<file path="src/rtl/split_seq_pkg.sv">
package split_seq_pkg;

    localparam int UF_PER_FRAME = 8;
    localparam int UF_IDX_W     = $clog2(UF_PER_FRAME);
    // Complete-splits trail their hub micro-frame by this many host slots,
    // which is also the number of slots that can spill into the next frame.
    localparam int CS_LAG       = 2;

    typedef enum logic [1:0] {
        ST_IDLE  = 2'd0,
        ST_FRAME = 2'd1,
        ST_STALL = 2'd2
    } seq_state_e;

    typedef struct packed {
        logic                    is_in;
        logic [UF_PER_FRAME-1:0] ss;
        logic [UF_PER_FRAME-1:0] cs;
    } split_desc_t;

endpackage

</file>
<file path="src/rtl/split_rule_check.sv">
module split_rule_check
    import split_seq_pkg::*;
(
    input  split_desc_t       desc,
    input  logic              late_carry,
    output logic              illegal,
    output logic [CS_LAG-1:0] spill
);

    localparam int LAST = UF_PER_FRAME - 1;

    logic [UF_PER_FRAME-1:0] start_above;
    logic [UF_IDX_W:0]       n_start;
    logic                    active;
    logic                    collide;
    logic                    early_cs;
    logic                    out_bad;
    logic                    in_bad;

    // start_above[k]: some start-split bit sits strictly above bit k
    for (genvar k = 0; k < UF_PER_FRAME; k++) begin : g_above
        if (k == LAST) begin : g_top
            assign start_above[k] = 1'b0;
        end else begin : g_mid
            assign start_above[k] = |desc.ss[LAST:k+1];
        end
    end

    always_comb begin
        n_start = '0;
        for (int i = 0; i < UF_PER_FRAME; i++) begin
            n_start = n_start + {{UF_IDX_W{1'b0}}, desc.ss[i]};
        end
    end

    assign active   = (|desc.ss) | (|desc.cs);
    assign collide  = desc.ss[0] & late_carry;
    assign early_cs = |(desc.cs & start_above);
    assign out_bad  = (|desc.cs) | desc.ss[LAST];
    assign in_bad   = (desc.cs == '0)
                    | (n_start != (UF_IDX_W+1)'(1))
                    | desc.ss[LAST]
                    | early_cs;

    assign illegal = active & (collide | (desc.is_in ? in_bad : out_bad));
    assign spill   = (illegal | ~desc.is_in) ? '0
                   : desc.cs[UF_PER_FRAME-CS_LAG +: CS_LAG];

endmodule

</file>
<file path="src/rtl/split_slot_decode.sv">
module split_slot_decode
    import split_seq_pkg::*;
(
    input  split_desc_t         desc,
    input  logic [CS_LAG-1:0]   carry,
    input  logic [UF_IDX_W-1:0] slot,
    output logic                want_ss,
    output logic                want_cs,
    output logic                want_bp
);

    logic [UF_PER_FRAME-1:0] ss_at;
    logic [UF_PER_FRAME-1:0] cs_at;
    logic [UF_PER_FRAME-1:0] bp_at;
    logic                    decode_unused;

    for (genvar s = 0; s < UF_PER_FRAME; s++) begin : g_slot
        if (s == 0) begin : g_first
            assign ss_at[s] = 1'b0;
        end else begin : g_rest
            assign ss_at[s] = desc.ss[s-1];
        end
        if (s < CS_LAG) begin : g_wrapped
            assign cs_at[s] = carry[s];
            assign bp_at[s] = |carry[CS_LAG-1:s];
        end else begin : g_own
            assign cs_at[s] = desc.is_in & desc.cs[s-CS_LAG];
            assign bp_at[s] = 1'b0;
        end
    end

    // Spilled bits are handled through carry, not through this frame's slots.
    assign decode_unused = ^{desc.ss[UF_PER_FRAME-1],
                             desc.cs[UF_PER_FRAME-1 -: CS_LAG]};

    assign want_ss = ss_at[slot];
    assign want_cs = cs_at[slot];
    assign want_bp = bp_at[slot];

endmodule

</file>
<file path="src/rtl/split_iso_sequencer.sv">
module split_iso_sequencer
    import split_seq_pkg::*;
#(
    parameter int FN_W = 11
) (
    input  logic                    clk,
    input  logic                    rst,
    input  logic                    uf_tick,
    input  logic [FN_W-1:0]         frame_num,
    input  logic                    dir_in,
    input  logic [UF_PER_FRAME-1:0] ss_mask,
    input  logic [UF_PER_FRAME-1:0] cs_mask,
    output logic                    ss_issue,
    output logic                    cs_issue,
    output logic                    use_back_ptr,
    output logic                    sched_err,
    output logic [UF_IDX_W-1:0]     host_uframe
);

    localparam logic [UF_IDX_W-1:0] LAST_UF = UF_IDX_W'(UF_PER_FRAME - 1);

    seq_state_e          st_q, st_d;
    logic [UF_IDX_W-1:0] slot_q, slot_d;
    logic [FN_W-1:0]     fn_q;
    split_desc_t         desc_q, desc_in;
    logic [CS_LAG-1:0]   wrap_q;
    logic [CS_LAG-1:0]   carry_q;
    logic [CS_LAG-1:0]   carry_eval;
    logic                new_frame;
    logic                tick_live;
    logic                illegal;
    logic [CS_LAG-1:0]   spill;
    logic                want_ss, want_cs, want_bp;

    assign desc_in   = '{is_in: dir_in, ss: ss_mask, cs: cs_mask};
    assign new_frame = uf_tick & ((st_q == ST_IDLE) | (frame_num != fn_q));
    assign tick_live = new_frame
                     | (uf_tick & (st_q == ST_FRAME) & (slot_q != LAST_UF));

    split_rule_check u_rules (
        .desc       (desc_in),
        .late_carry (wrap_q[CS_LAG-1]),
        .illegal    (illegal),
        .spill      (spill)
    );

    assign carry_eval = new_frame ? wrap_q : carry_q;

    split_slot_decode u_decode (
        .desc    (desc_q),
        .carry   (carry_eval),
        .slot    (slot_d),
        .want_ss (want_ss),
        .want_cs (want_cs),
        .want_bp (want_bp)
    );

    // next state
    always_comb begin
        st_d = st_q;
        unique case (st_q)
            ST_IDLE: begin
                if (new_frame) st_d = ST_FRAME;
            end
            ST_FRAME: begin
                if (new_frame)                          st_d = ST_FRAME;
                else if (uf_tick && slot_q == LAST_UF)  st_d = ST_STALL;
            end
            ST_STALL: begin
                if (new_frame) st_d = ST_FRAME;
            end
            default: st_d = ST_IDLE;
        endcase
    end

    always_comb begin
        if (new_frame)      slot_d = '0;
        else if (tick_live) slot_d = slot_q + 1'b1;
        else                slot_d = slot_q;
    end

    // state register
    always_ff @(posedge clk) begin
        if (rst) st_q <= ST_IDLE;
        else     st_q <= st_d;
    end

    // frame context
    always_ff @(posedge clk) begin
        if (rst) begin
            slot_q  <= '0;
            fn_q    <= '0;
            desc_q  <= '0;
            wrap_q  <= '0;
            carry_q <= '0;
        end else begin
            slot_q <= slot_d;
            if (new_frame) begin
                fn_q    <= frame_num;
                desc_q  <= illegal ? '0 : desc_in;
                wrap_q  <= spill;
                carry_q <= wrap_q;
            end
        end
    end

    // outputs
    always_ff @(posedge clk) begin
        if (rst) begin
            ss_issue     <= 1'b0;
            cs_issue     <= 1'b0;
            use_back_ptr <= 1'b0;
            sched_err    <= 1'b0;
        end else begin
            ss_issue <= tick_live & want_ss;
            cs_issue <= tick_live & want_cs;
            if (uf_tick)   use_back_ptr <= tick_live & want_bp;
            if (new_frame) sched_err    <= illegal;
        end
    end

    assign host_uframe = slot_q;

endmodule

</file>
<file path="config.mk">
export PLATFORM = sky130hd
export DESIGN_NAME = split_iso_sequencer
export DESIGN_NICKNAME = d
export VERILOG_FILES = /design/src/rtl/split_seq_pkg.sv /design/src/rtl/split_rule_check.sv /design/src/rtl/split_slot_decode.sv /design/src/rtl/split_iso_sequencer.sv
export SDC_FILE = /design/constraint.sdc
export NUM_CORES = 1
export LEC_CHECK = 0
export ABC_AREA = 1
export BUFFER_PORTS_ARGS = -buffer_cell sky130_fd_sc_hd__buf_4
export CAP_MARGIN = 20
export CORE_ASPECT_RATIO = 0.5
export CORE_MARGIN = 5
export CORE_UTILIZATION = 45
export DETAILED_ROUTE_END_ITERATION = 8
export PLACE_DENSITY = 0.63
export SLEW_MARGIN = 0
export SYNTH_ARGS = -nofsm -noshare
export SYNTH_HDL_FRONTEND = slang
export SYNTH_HIERARCHICAL = 1
export SYNTH_SLANG_ARGS = --single-unit
</file>
<file path="constraint.sdc">
create_clock -name clk -period 4.9 [get_ports clk]
set_clock_uncertainty 0.1 [all_clocks]
set_input_delay 0.98 -clock clk [delete_from_list [all_inputs] [get_ports clk]]
set_output_delay 0.98 -clock clk [all_outputs]
set_load 0.005 [all_outputs]
</file>
==> metrics.md, run 1 <==
| Metric | Value |
|---|---|
| DR WL/cell | `11.9 microns` |
| Worst-path clk slew | `0.07 ns` |
| Critical path's slowest cell | `fa_1` |
| Cells on Worst Hold Path | `2` |
| Drt initial violations | `108` |
| Clk_lat worst skew | `0.29 ns` |
| Cell Rows | `18` |
| CTS tree | `built` |
| Resized cells post-CTS | `0` |
| I/O Buffers | `37` |
| RD Place Congestion | `0.849` |
| TritonCTS Buffers | `5` |
| Cell Area, Placed | `2690 sq um` |
| # Max-Cap Violations | `0` |
| Power per cell area | `251 nW/um^2` |
| Syn-to-layout area delta | `14.3%` |
| Slew headroom | `57.1%` |
| Post-Route WL | `5500 microns` |
| Max Clk Rate | `228 MHz` |
| Share of post-route cells with drive strength above 1 | `22.1%` |
| GRT Resource Usage Total | `16.9%` |
| Setup_tns | `0 ns` |
| Cts hold-fix bufs | `0` |
| Synth Net Count | `403` |
| Crit-path cells | `buf_4 -> inv_1 -> fa_1 -> fa_1 -> fa_1 -> inv_1 -> ha_1 -> inv_1 -> fa_1 -> nand2_1 -> a21oi_1 -> nand3_1 -> nor2_1 -> nand3_1 -> nand2_1 -> nand2_1 -> nand2_1 -> inv_1 -> clkinv_1 -> nand4_1 -> a21oi_2` |
| First-pass GRT wire length | `9450 microns` |
| Chip Height | `62.0 microns` |
| Drt drc | `0` |
| Multi-input logic area | `1320 sq um` |
| Die width | `114 microns` |
| Initial antenna violation count | `0` |
| Longest Clk Path Bufs | `2` |
| Floorplan core area | `5090 sq um` |
| Die area | `7080 sq um` |
| WP data required | `4.97 ns` |
| Post-DP HPWL | `4170 microns` |
| Peak supply drop | `0.000129 V` |
| Post-route ant nets | `0` |
| Clock sink total | `38` |
| Seq. cell area | `761 sq um` |
| Mapped Cells | `362` |
| Critical Path AT | `4.47 ns` |
| Vias in the first global route | `2172` |
| Setup CP Type | `input pin to flip-flop` |
| Total power | `699 uW` |
| Nets | `433` |
| Pin count of the biggest net entering global routing | `37` |
| Fin area | `2790 sq um` |
| Outcome | `finished clean` |
| Count of pins over their slew limit | `0` |
| GRT overflow | `0` |
| Ant. Diodes | `0` |
| FILL cells | `527` |
| Initial Utilization | `47.9%` |
| Critical Path Fanout Max | `14` |
| RSZ-0062 raised after global routing | `no` |
| Tmin final | `4.40 ns` |
| Min-delay worst type | `flip-flop to flip-flop` |
| CP endpoint kind | `flip-flop` |
| Post-CTS setup buffer count | `0` |
| Worst reg-to-reg path cell count | `17` |
| I/O Pins | `38` |
| Final Cycle Share | `89.7%` |
| Synth Area per Inst | `6.73 sq um` |
| Synthesized cell area | `2440 sq um` |
| Root Driver | `clkbuf_8` |
| Final hold vios | `0` |
| H-tree depth | `2` |
| P_leak | `0.00133 uW` |
| Vias per cell | `4.81` |
| Yosys warnings | `6` |
| Worst slew pin tran | `0.643 ns` |
| Via count | `2229` |
| Router iterations before antenna repair | `4` |
| Slowest stage delay, CP | `0.55 ns` |
| Final Setup Violations | `0` |
| CP Launch Type | `input pin` |
==> sequential cells by signal (all words and copies together), names as in the netlist, 2 cells and up <==
name and flops:
carry_q 2, desc_q 14, fn_q 11, host_uframe 3, st_q 2, wrap_q 2
==> power breakdown <==
part	switching [uW]	leakage, uW	internal (uW)
combinational	85.7	0.000970	60.8
sequential	8.63	0.000311	322
clock	109	0.0000482	113
total	203	0.00133	496
==> layer usage <==
metal	vias up	part of all wire, %	routed length [microns]	global-route usage (%)
met5	-	0	0	0
met4	0	1.7	92	7.28
met3	10	7.4	410	3.77
met2	60	45	2460	29.8
met1	981	46	2540	20.5
li1	1178	-	-	-
==> cell usage in the layout (no fill, tap or decap) <==
| cell type | count |
|---|---|
| o21ai_0 | 17 |
| nand3_1 | 13 |
| nor2_1 | 56 |
| inv_8 | 1 |
| nand3_2 | 1 |
| a21oi_2 | 14 |
| clkbuf_8 | 6 |
| dfxtp_1 | 38 |
| a211oi_1 | 1 |
| fa_1 | 4 |
| nand2_1 | 78 |
| buf_4 | 38 |
| ha_1 | 6 |
| mux2_2 | 2 |
| inv_1 | 61 |
| nor2_2 | 3 |
| a21oi_1 | 5 |
| o22ai_1 | 1 |
| clkinv_2 | 1 |
| clkbuf_1 | 1 |
| a21boi_0 | 1 |
| nor3_1 | 3 |
| nand4_1 | 15 |
| nand2_4 | 2 |
| xor2_1 | 1 |
| nand3b_1 | 2 |
| nand2_2 | 18 |
| nor3_2 | 1 |
| clkinv_1 | 1 |
| o21ai_1 | 2 |
==> cell type report <==
type,instances,share of cell area (%)
timing repair buffer,38,10.2
inverter,63,8.76
tap,70,3.14
sequential,38,27.3
multi-input combinational,246,47.3
clock inverter,1,0.180
clock buffer,7,3.10
==> stage by stage <==
| stage | worst slack [ns] | std cells | utilization, % | hold slack (ns) |
|---|---|---|---|---|
| 6_report | 0.505 | 463 | 54.7 | 0.367 |
| 3_3_place_gp | 0.308 | 455 | 52.9 | 0.355 |
| 5_1_grt | 0.298 | 463 | 54.7 | 0.394 |
| 4_1_cts | 0.502 | 463 | 54.7 | 0.375 |
| 2_1_floorplan | 0.455 | 362 | - | 0.350 |
| 3_5_place_dp | 0.191 | 455 | 52.9 | 0.362 |
==> worst max-delay path: cells and delay by family <==
family	cells	cell delay (ns)
AND/OR/NAND/NOR	8	0.69
AO/OA/AOI/OAI	2	0.10
buffers and inverters	6	0.64
adder cells (fa/ha/maj)	5	2.06
==> worst paths after layout <==
kind,start,endpoint,slack [ns]
worst max-delay path,ss_mask[0],desc_q[12],0.50
worst max register to register,fn_q[2],cs_issue,1.97
worst min register to register,use_back_ptr,use_back_ptr,0.37
worst min-delay path,use_back_ptr,use_back_ptr,0.37
Power figures use the tool's default switching activity.
==> inputs of run 2 (changes only) <==
- ABC_AREA: 1 -> not set
- CORE_UTILIZATION: 45 -> 56
- PLACE_DENSITY: 0.63 -> 0.77
==> run 2 against run 1 <==
Fmax shrank 5.2%. Design area shrank 9.6%. Critical path depth shrank 6. Routed wire length shrank 17%. Register-to-register slack lost 0.08 ns. Sequential share of layout area grew 2.9 points. Largest cell class unchanged. Highest routed layer unchanged.
==> metrics.md, run 2 <==
| Metric | Value |
|---|---|
| Pin count of the biggest net entering global routing | `38 (was 37)` |
| Worst slew pin tran | `0.611 ns (was 0.643 ns)` |
| DR WL/cell | `14.4 microns (was 11.9 microns)` |
| Syn-to-layout area delta | `17.0% (was 14.3%)` |
| WP data required | `5.01 ns (was 4.97 ns)` |
| TritonCTS Buffers | `5 (unchanged)` |
| First-pass GRT wire length | `7860 microns (was 9450 microns)` |
| Most frequent cells in the layout | `buf_4, dfxtp_1, nand2_1 (was nand2_1, inv_1, nor2_1)` |
| Setup CP Type | `input pin to flip-flop (unchanged)` |
| Resized cells post-CTS | `0 (unchanged)` |
| Synth Net Count | `272 (was 403)` |
| Fin area | `2520 sq um (was 2790 sq um)` |
| Clk_lat worst skew | `0.28 ns (was 0.29 ns)` |
| Seq. cell area | `761 sq um (unchanged)` |
| Drt initial violations | `47 (was 108)` |
| Multi-input logic area | `1250 sq um (was 1320 sq um)` |
| Sw Pwr | `161 uW (was 203 uW)` |
| Biggest register | `desc_q (unchanged)` |
| Tmin final | `4.64 ns (was 4.40 ns)` |
| Drt drc | `0 (unchanged)` |
| Clock sink total | `38 (unchanged)` |
| Logic pwr share | `17.6% (was 21.0%)` |
| Share of post-route cells with drive strength above 1 | `26.8% (was 22.1%)` |
| RSZ-0062 raised after global routing | `no (unchanged)` |
| Outcome | `finished clean (unchanged)` |
| P_leak | `0.000999 uW (was 0.00133 uW)` |
| Post-Route WL | `4540 microns (was 5500 microns)` |
| GRT Resource Usage Total | `19.1% (was 16.9%)` |
| Final Setup Violations | `0 (unchanged)` |
| Chip Height | `53.8 microns (was 62.0 microns)` |
| RD Place Congestion | `0.866 (was 0.849)` |
| Mapped Cells | `231 (was 362)` |
| Sw Ratio | `25.3% (was 29.1%)` |
| Reg2reg end | `ss_issue (was cs_issue)` |
| Final worst slack | `0.263 ns (was 0.505 ns)` |
| Die area | `5260 sq um (was 7080 sq um)` |
| Yosys warnings | `6 (unchanged)` |
| Initial Utilization | `60.4% (was 47.9%)` |
| Worst-path clk slew | `0.07 ns (about the same)` |
| Critical Path AT | `4.75 ns (was 4.47 ns)` |
| Slew headroom | `58.7% (was 57.1%)` |
| Vias in the first global route | `1768 (was 2172)` |
| Setup WS pre-CTS | `-0.113 ns (was 0.191 ns)` |
| CP endpoint kind | `flip-flop (unchanged)` |
| Cts hold-fix bufs | `0 (unchanged)` |
| CP Launch Type | `input pin (unchanged)` |
| I/O Pins | `38 (unchanged)` |
| R2R Path Start | `host_uframe[0] (was fn_q[2])` |
| P_int | `477 uW (was 496 uW)` |
| Final Cycle Share | `94.6% (was 89.7%)` |
| Final hold vios | `0 (unchanged)` |
| Register-to-register setup slack | `1.89 ns (was 1.97 ns)` |
| Hold_ws | `0.350 ns (was 0.367 ns)` |
| Via count | `1712 (was 2229)` |
| Critical Path Fanout Max | `15 (was 14)` |
| # Max-Cap Violations | `0 (unchanged)` |
| Die width | `97.7 microns (was 114 microns)` |
| Max Clk Rate | `216 MHz (was 228 MHz)` |
| Max FFs per register | `14 (unchanged)` |
| Cell Rows | `15 (was 18)` |
| Most common cell after layout, fill and taps aside | `buf_4 (was nand2_1)` |
| GRT overflow | `0 (unchanged)` |
| Crit. Startpoint | `ss_mask[1] (was ss_mask[0])` |
| Floorplan core area | `3570 sq um (was 5090 sq um)` |
| Power per cell area | `254 nW/um^2 (was 251 nW/um^2)` |
| Nets | `307 (was 433)` |
| Min-delay worst type | `flip-flop to flip-flop (unchanged)` |
| Post-CTS setup buffer count | `0 (unchanged)` |
| FILL cells | `307 (was 527)` |
| Post-route ant nets | `0 (unchanged)` |
| Vias per cell | `5.42 (was 4.81)` |
| Root Driver | `clkbuf_8 (unchanged)` |
| Synth Area per Inst | `9.32 sq um (was 6.73 sq um)` |
| Hold path start | `desc_q[4] (was use_back_ptr)` |
| Ant. Diodes | `0 (unchanged)` |
| Cell Area, Placed | `2430 sq um (was 2690 sq um)` |
| Flop pwr share | `50.1% (was 47.2%)` |
| Router iterations before antenna repair | `4 (unchanged)` |
| Clock power share | `32.3% (was 31.8%)` |
| Post-DP HPWL | `3450 microns (was 4170 microns)` |
| Synthesized cell area | `2150 sq um (was 2440 sq um)` |
| Worst reg-to-reg path cell count | `10 (was 17)` |
| Longest Clk Path Bufs | `2 (unchanged)` |
| Crit path to | `desc_q[9] (was desc_q[12])` |
| CTS tree | `built (unchanged)` |
| I/O Buffers | `37 (unchanged)` |
| Peak supply drop | `0.0000990 V (was 0.000129 V)` |
| H-tree depth | `2 (unchanged)` |
| Initial antenna violation count | `0 (unchanged)` |
| Count of pins over their slew limit | `0 (unchanged)` |
run 2: changes by cell type in the layout (fill, tap and decap cells not counted), sizes merged, moves of 6 or more:
cell,previous run,this run
inv,62,15
or3b,0,14
nand3,14,2
nor2,59,17
o21ai,19,3
xnor2,0,11
nand2,98,22
nor2b,0,6
mux2i,0,18
nand4,15,3
run 2: power by group through the flow:
stage / clock, uW / sequential (uW) / combinational (uW)
finish: 206 / 320 / 112
global route: 228 / 321 / 125
CTS: 214 / 320 / 112
detailed placement: 0 / 327 / 111
global placement: 0 / 327 / 108
floorplan: 0 / 326 / 71.9
run 2: area by class of cell:
type	instances	area share (%)
Clock buffer	6	3.28
Inverter	15	2.24
Multi-Input combinational cell	166	49.8
Sequential cell	38	30.2
Tap cell	51	2.53
Timing Repair Buffer	40	11.9
run 2: how the worst min path moves through the flow:
stage                end  depth (start not counted)
3_3_place_gp   desc_q[5]                          2
6_report       desc_q[4]                          2
4_1_cts        desc_q[4]                          2
5_1_grt        desc_q[1]                          2
2_1_floorplan  desc_q[5]                          2
3_5_place_dp   desc_q[4]                          2
run 2: through the flow:
stage / instances / setup TNS, ns / power [uW] / utilization (%)
3_3_place_gp: 310 / -0.0527 / 435 / 68.2
6_report: 316 / 0 / 639 / 70.6
5_1_grt: 316 / 0 / 674 / 70.6
2_1_floorplan: 231 / 0 / 398 / -
3_5_place_dp: 310 / -1.29 / 438 / 68.2
4_1_cts: 316 / 0 / 646 / 70.5
run 2: per-layer routing:
metal / wire length [microns] / GRT usage [%]
met3: 241 / 6.86
met1: 2170 / 21.4
met2: 2060 / 34.9
met4: 70 / 6.90
met5: 0 / 0
run 2: worst max-delay path, cell delays in order:
cell	delay, ns
buf_4	0.12
inv_1	0.09
fa_1	0.46
fa_1	0.54
fa_1	0.41
inv_1	0.07
ha_1	0.17
inv_1	0.06
fa_1	0.39
a22oi_1	0.16
nand2_1	0.11
a2111oi_4	0.35
a21oi_2	0.21
or3b_2	0.49
a21oi_1	0.15
==> inputs of run 3 (changes only) <==
- BUFFER_PORTS_ARGS: -buffer_cell sky130_fd_sc_hd__buf_4 -> -buffer_cell sky130_fd_sc_hd__buf_2
- clock period: 4.9 -> 4.75 ns (I/O delays scaled with it)
==> run 3 against run 2 <==
Design area decreased by 2.6%. Via count rose by 1.8%. Total power is 0.62% higher. Global-route usage shrank 1.9 points. Routed wire length fell by 5.9%. Register-to-register slack worse by 0.17 ns. Critical path type unchanged. Largest power group unchanged.
==> metrics.md, run 3 (synthesis results as in run 2) <==
| Metric | Value |
|---|---|
| Crit-path cells | `buf_2 -> inv_1 -> fa_1 -> fa_1 -> fa_1 -> inv_1 -> ha_1 -> inv_1 -> fa_1 -> a22oi_1 -> nand2_1 -> a2111oi_4 -> a21oi_2 -> or3b_2 -> a21oi_1 (was buf_4 -> inv_1 -> fa_1 -> fa_1 -> fa_1 -> inv_1 -> ha_1 -> inv_1 -> fa_1 -> a22oi_1 -> nand2_1 -> a2111oi_4 -> a21oi_2 -> or3b_2 -> a21oi_1)` |
| Fin area | `2450 sq um (was 2520 sq um)` |
| Setup CP Type | `input pin to flip-flop (unchanged)` |
| Drt initial violations | `50 (was 47)` |
| P_leak | `0.000993 uW (was 0.000999 uW)` |
| Max FFs per register | `14 (unchanged)` |
| Max Clk Rate | `218 MHz` |
| H-tree depth | `2 (unchanged)` |
| Final Cycle Share | `96.6%` |
| Clk_lat worst skew | `0.28 ns (about the same)` |
| Vias in the first global route | `1657 (was 1768)` |
| Worst-path clk slew | `0.07 ns (about the same)` |
| Syn-to-layout area delta | `13.9% (was 17.0%)` |
| Die width | `97.7 microns (unchanged)` |
| Floorplan core area | `3570 sq um (unchanged)` |
| Final hold vios | `0 (unchanged)` |
| RSZ-0062 raised after global routing | `no (unchanged)` |
| Hold_ws | `0.351 ns (was 0.350 ns)` |
| GRT overflow | `0 (unchanged)` |
| Critical path's slowest cell | `fa_1 (unchanged)` |
| Cell Rows | `15 (unchanged)` |
| Nets | `311 (was 307)` |
| Slew headroom | `57.6% (was 58.7%)` |
| Most common cell after layout, fill and taps aside | `dfxtp_1 (was buf_4)` |
| Biggest register | `desc_q (unchanged)` |
| # Max-Cap Violations | `0 (unchanged)` |
| Post-CTS setup buffer count | `0 (unchanged)` |
| Vias per cell | `5.43 (was 5.42)` |
| Min-delay worst type | `flip-flop to flip-flop (unchanged)` |
| I/O Pins | `38 (unchanged)` |
| Resized cells post-CTS | `0 (unchanged)` |
| Final Setup Violations | `0 (unchanged)` |
| Initial antenna violation count | `0 (unchanged)` |
| Peak supply drop | `0.000136 V (was 0.0000990 V)` |
| Share of post-route cells with drive strength above 1 | `28.1% (was 26.8%)` |
| Most frequent cells in the layout | `dfxtp_1, buf_2, nand2_1 (was buf_4, dfxtp_1, nand2_1)` |
| Setup WS pre-CTS | `-0.222 ns (was -0.113 ns)` |
| I/O Buffers | `37 (unchanged)` |
| Router iterations before antenna repair | `4 (unchanged)` |
| Cell Area, Placed | `2370 sq um (was 2430 sq um)` |
| TritonCTS Buffers | `5 (unchanged)` |
| Critical Path AT | `4.70 ns (was 4.75 ns)` |
| Most frequent cell on the critical path | `fa_1 (unchanged)` |
| Critical Path Fanout Max | `15 (unchanged)` |
| RD Place Congestion | `0.879 (was 0.866)` |
| Worst slew pin tran | `0.635 ns (was 0.611 ns)` |
| Die area | `5260 sq um (unchanged)` |
| Power per cell area | `262 nW/um^2 (was 254 nW/um^2)` |
| Post-DP HPWL | `3260 microns (was 3450 microns)` |
| CP Launch Type | `input pin (unchanged)` |
| Root Driver | `clkbuf_8 (unchanged)` |
| First-pass GRT wire length | `7190 microns (was 7860 microns)` |
| FILL cells | `295 (was 307)` |
| Cts hold-fix bufs | `0 (unchanged)` |
| Ant. Diodes | `0 (unchanged)` |
| Outcome | `finished clean (unchanged)` |
| GRT Resource Usage Total | `17.3% (was 19.1%)` |
| Final worst slack | `0.159 ns (was 0.263 ns)` |
| Count of pins over their slew limit | `0 (unchanged)` |
| Drt drc | `0 (unchanged)` |
| Post-route ant nets | `0 (unchanged)` |
| Chip Height | `53.8 microns (unchanged)` |
| CP endpoint kind | `flip-flop (unchanged)` |
| Via count | `1743 (was 1712)` |
| Longest Clk Path Bufs | `2 (unchanged)` |
| WP data required | `4.86 ns (was 5.01 ns)` |
| Tmin final | `4.59 ns` |
| CTS tree | `built (unchanged)` |
| Pin count of the biggest net entering global routing | `38 (unchanged)` |
| Post-Route WL | `4280 microns (was 4540 microns)` |
| Slowest stage delay, CP | `0.57 ns (was 0.54 ns)` |
| Clock sink total | `38 (unchanged)` |
| DR WL/cell | `13.3 microns (was 14.4 microns)` |
| Initial Utilization | `60.4% (unchanged)` |
==> run 3: cell types whose count changed in the layout (fill, tap and decap cells not counted) <==
cell      before  now
buf_2          0   37
clkbuf_8       6    5
buf_4         40    7
clkinv_2       0    2
==> run 3: path summary, 6_finish.rpt <==
kind | from | endpoint | slack [ns] | cells past startpoint
min reg2reg | desc_q[3] | desc_q[3] | 0.35 | 2
max | ss_mask[0] | desc_q[1] | 0.16 | 15
max reg2reg | host_uframe[0] | ss_issue | 1.72 | 10
min | desc_q[3] | desc_q[3] | 0.35 | 2
==> run 3: cell type report <==
class,count,area [sq um],area share (%)
clock buffer,5,68.8,2.81
clock inverter,2,10.0,0.408
inverter,15,56.3,2.30
multi-input combinational,166,1250,51.1
sequential,38,761,31.0
tap,51,63.8,2.60
timing repair buffer,44,238,9.70
==> run 3: routing by layer <==
| metal | part of all wire [%] | up-vias | GRT usage (%) |
|---|---|---|---|
| li1 | - | 882 | - |
| met4 | 0.82 | 0 | 5.52 |
| met2 | 45 | 47 | 31.5 |
| met3 | 6.2 | 4 | 4.92 |
| met5 | 0 | - | 0 |
| met1 | 48 | 810 | 20.4 |
==> run 3: critical path: cells and delay by family <==
family,cells,cell delay (ns)
AND/OR/NAND/NOR,2,0.60
adder cells (fa/ha/maj),5,2.00
AO/OA/AOI/OAI,4,0.87
buffers and inverters,4,0.29
==> run 3: report_power, final <==
group / internal, uW / total, uW / switching (uW) / leakage, uW
logic: 49.6 / 109 / 59.9 / 0.000640
clock network: 98.4 / 203 / 105 / 0.0000438
registers: 325 / 330 / 4.68 / 0.000309
total: 473 / 643 / 169 / 0.000993
==> run 3: metrics by stage <==
step / total power [uW] / cells / setup TNS, ns / util, %
after floorplan: 411 / 231 / 0 / -
after global placement: 442 / 314 / -0.978 / 66.4
after detailed placement: 446 / 314 / -2.96 / 66.4
after CTS: 648 / 321 / 0 / 68.6
after global routing: 678 / 321 / 0 / 68.7
final: 643 / 321 / 0 / 68.7
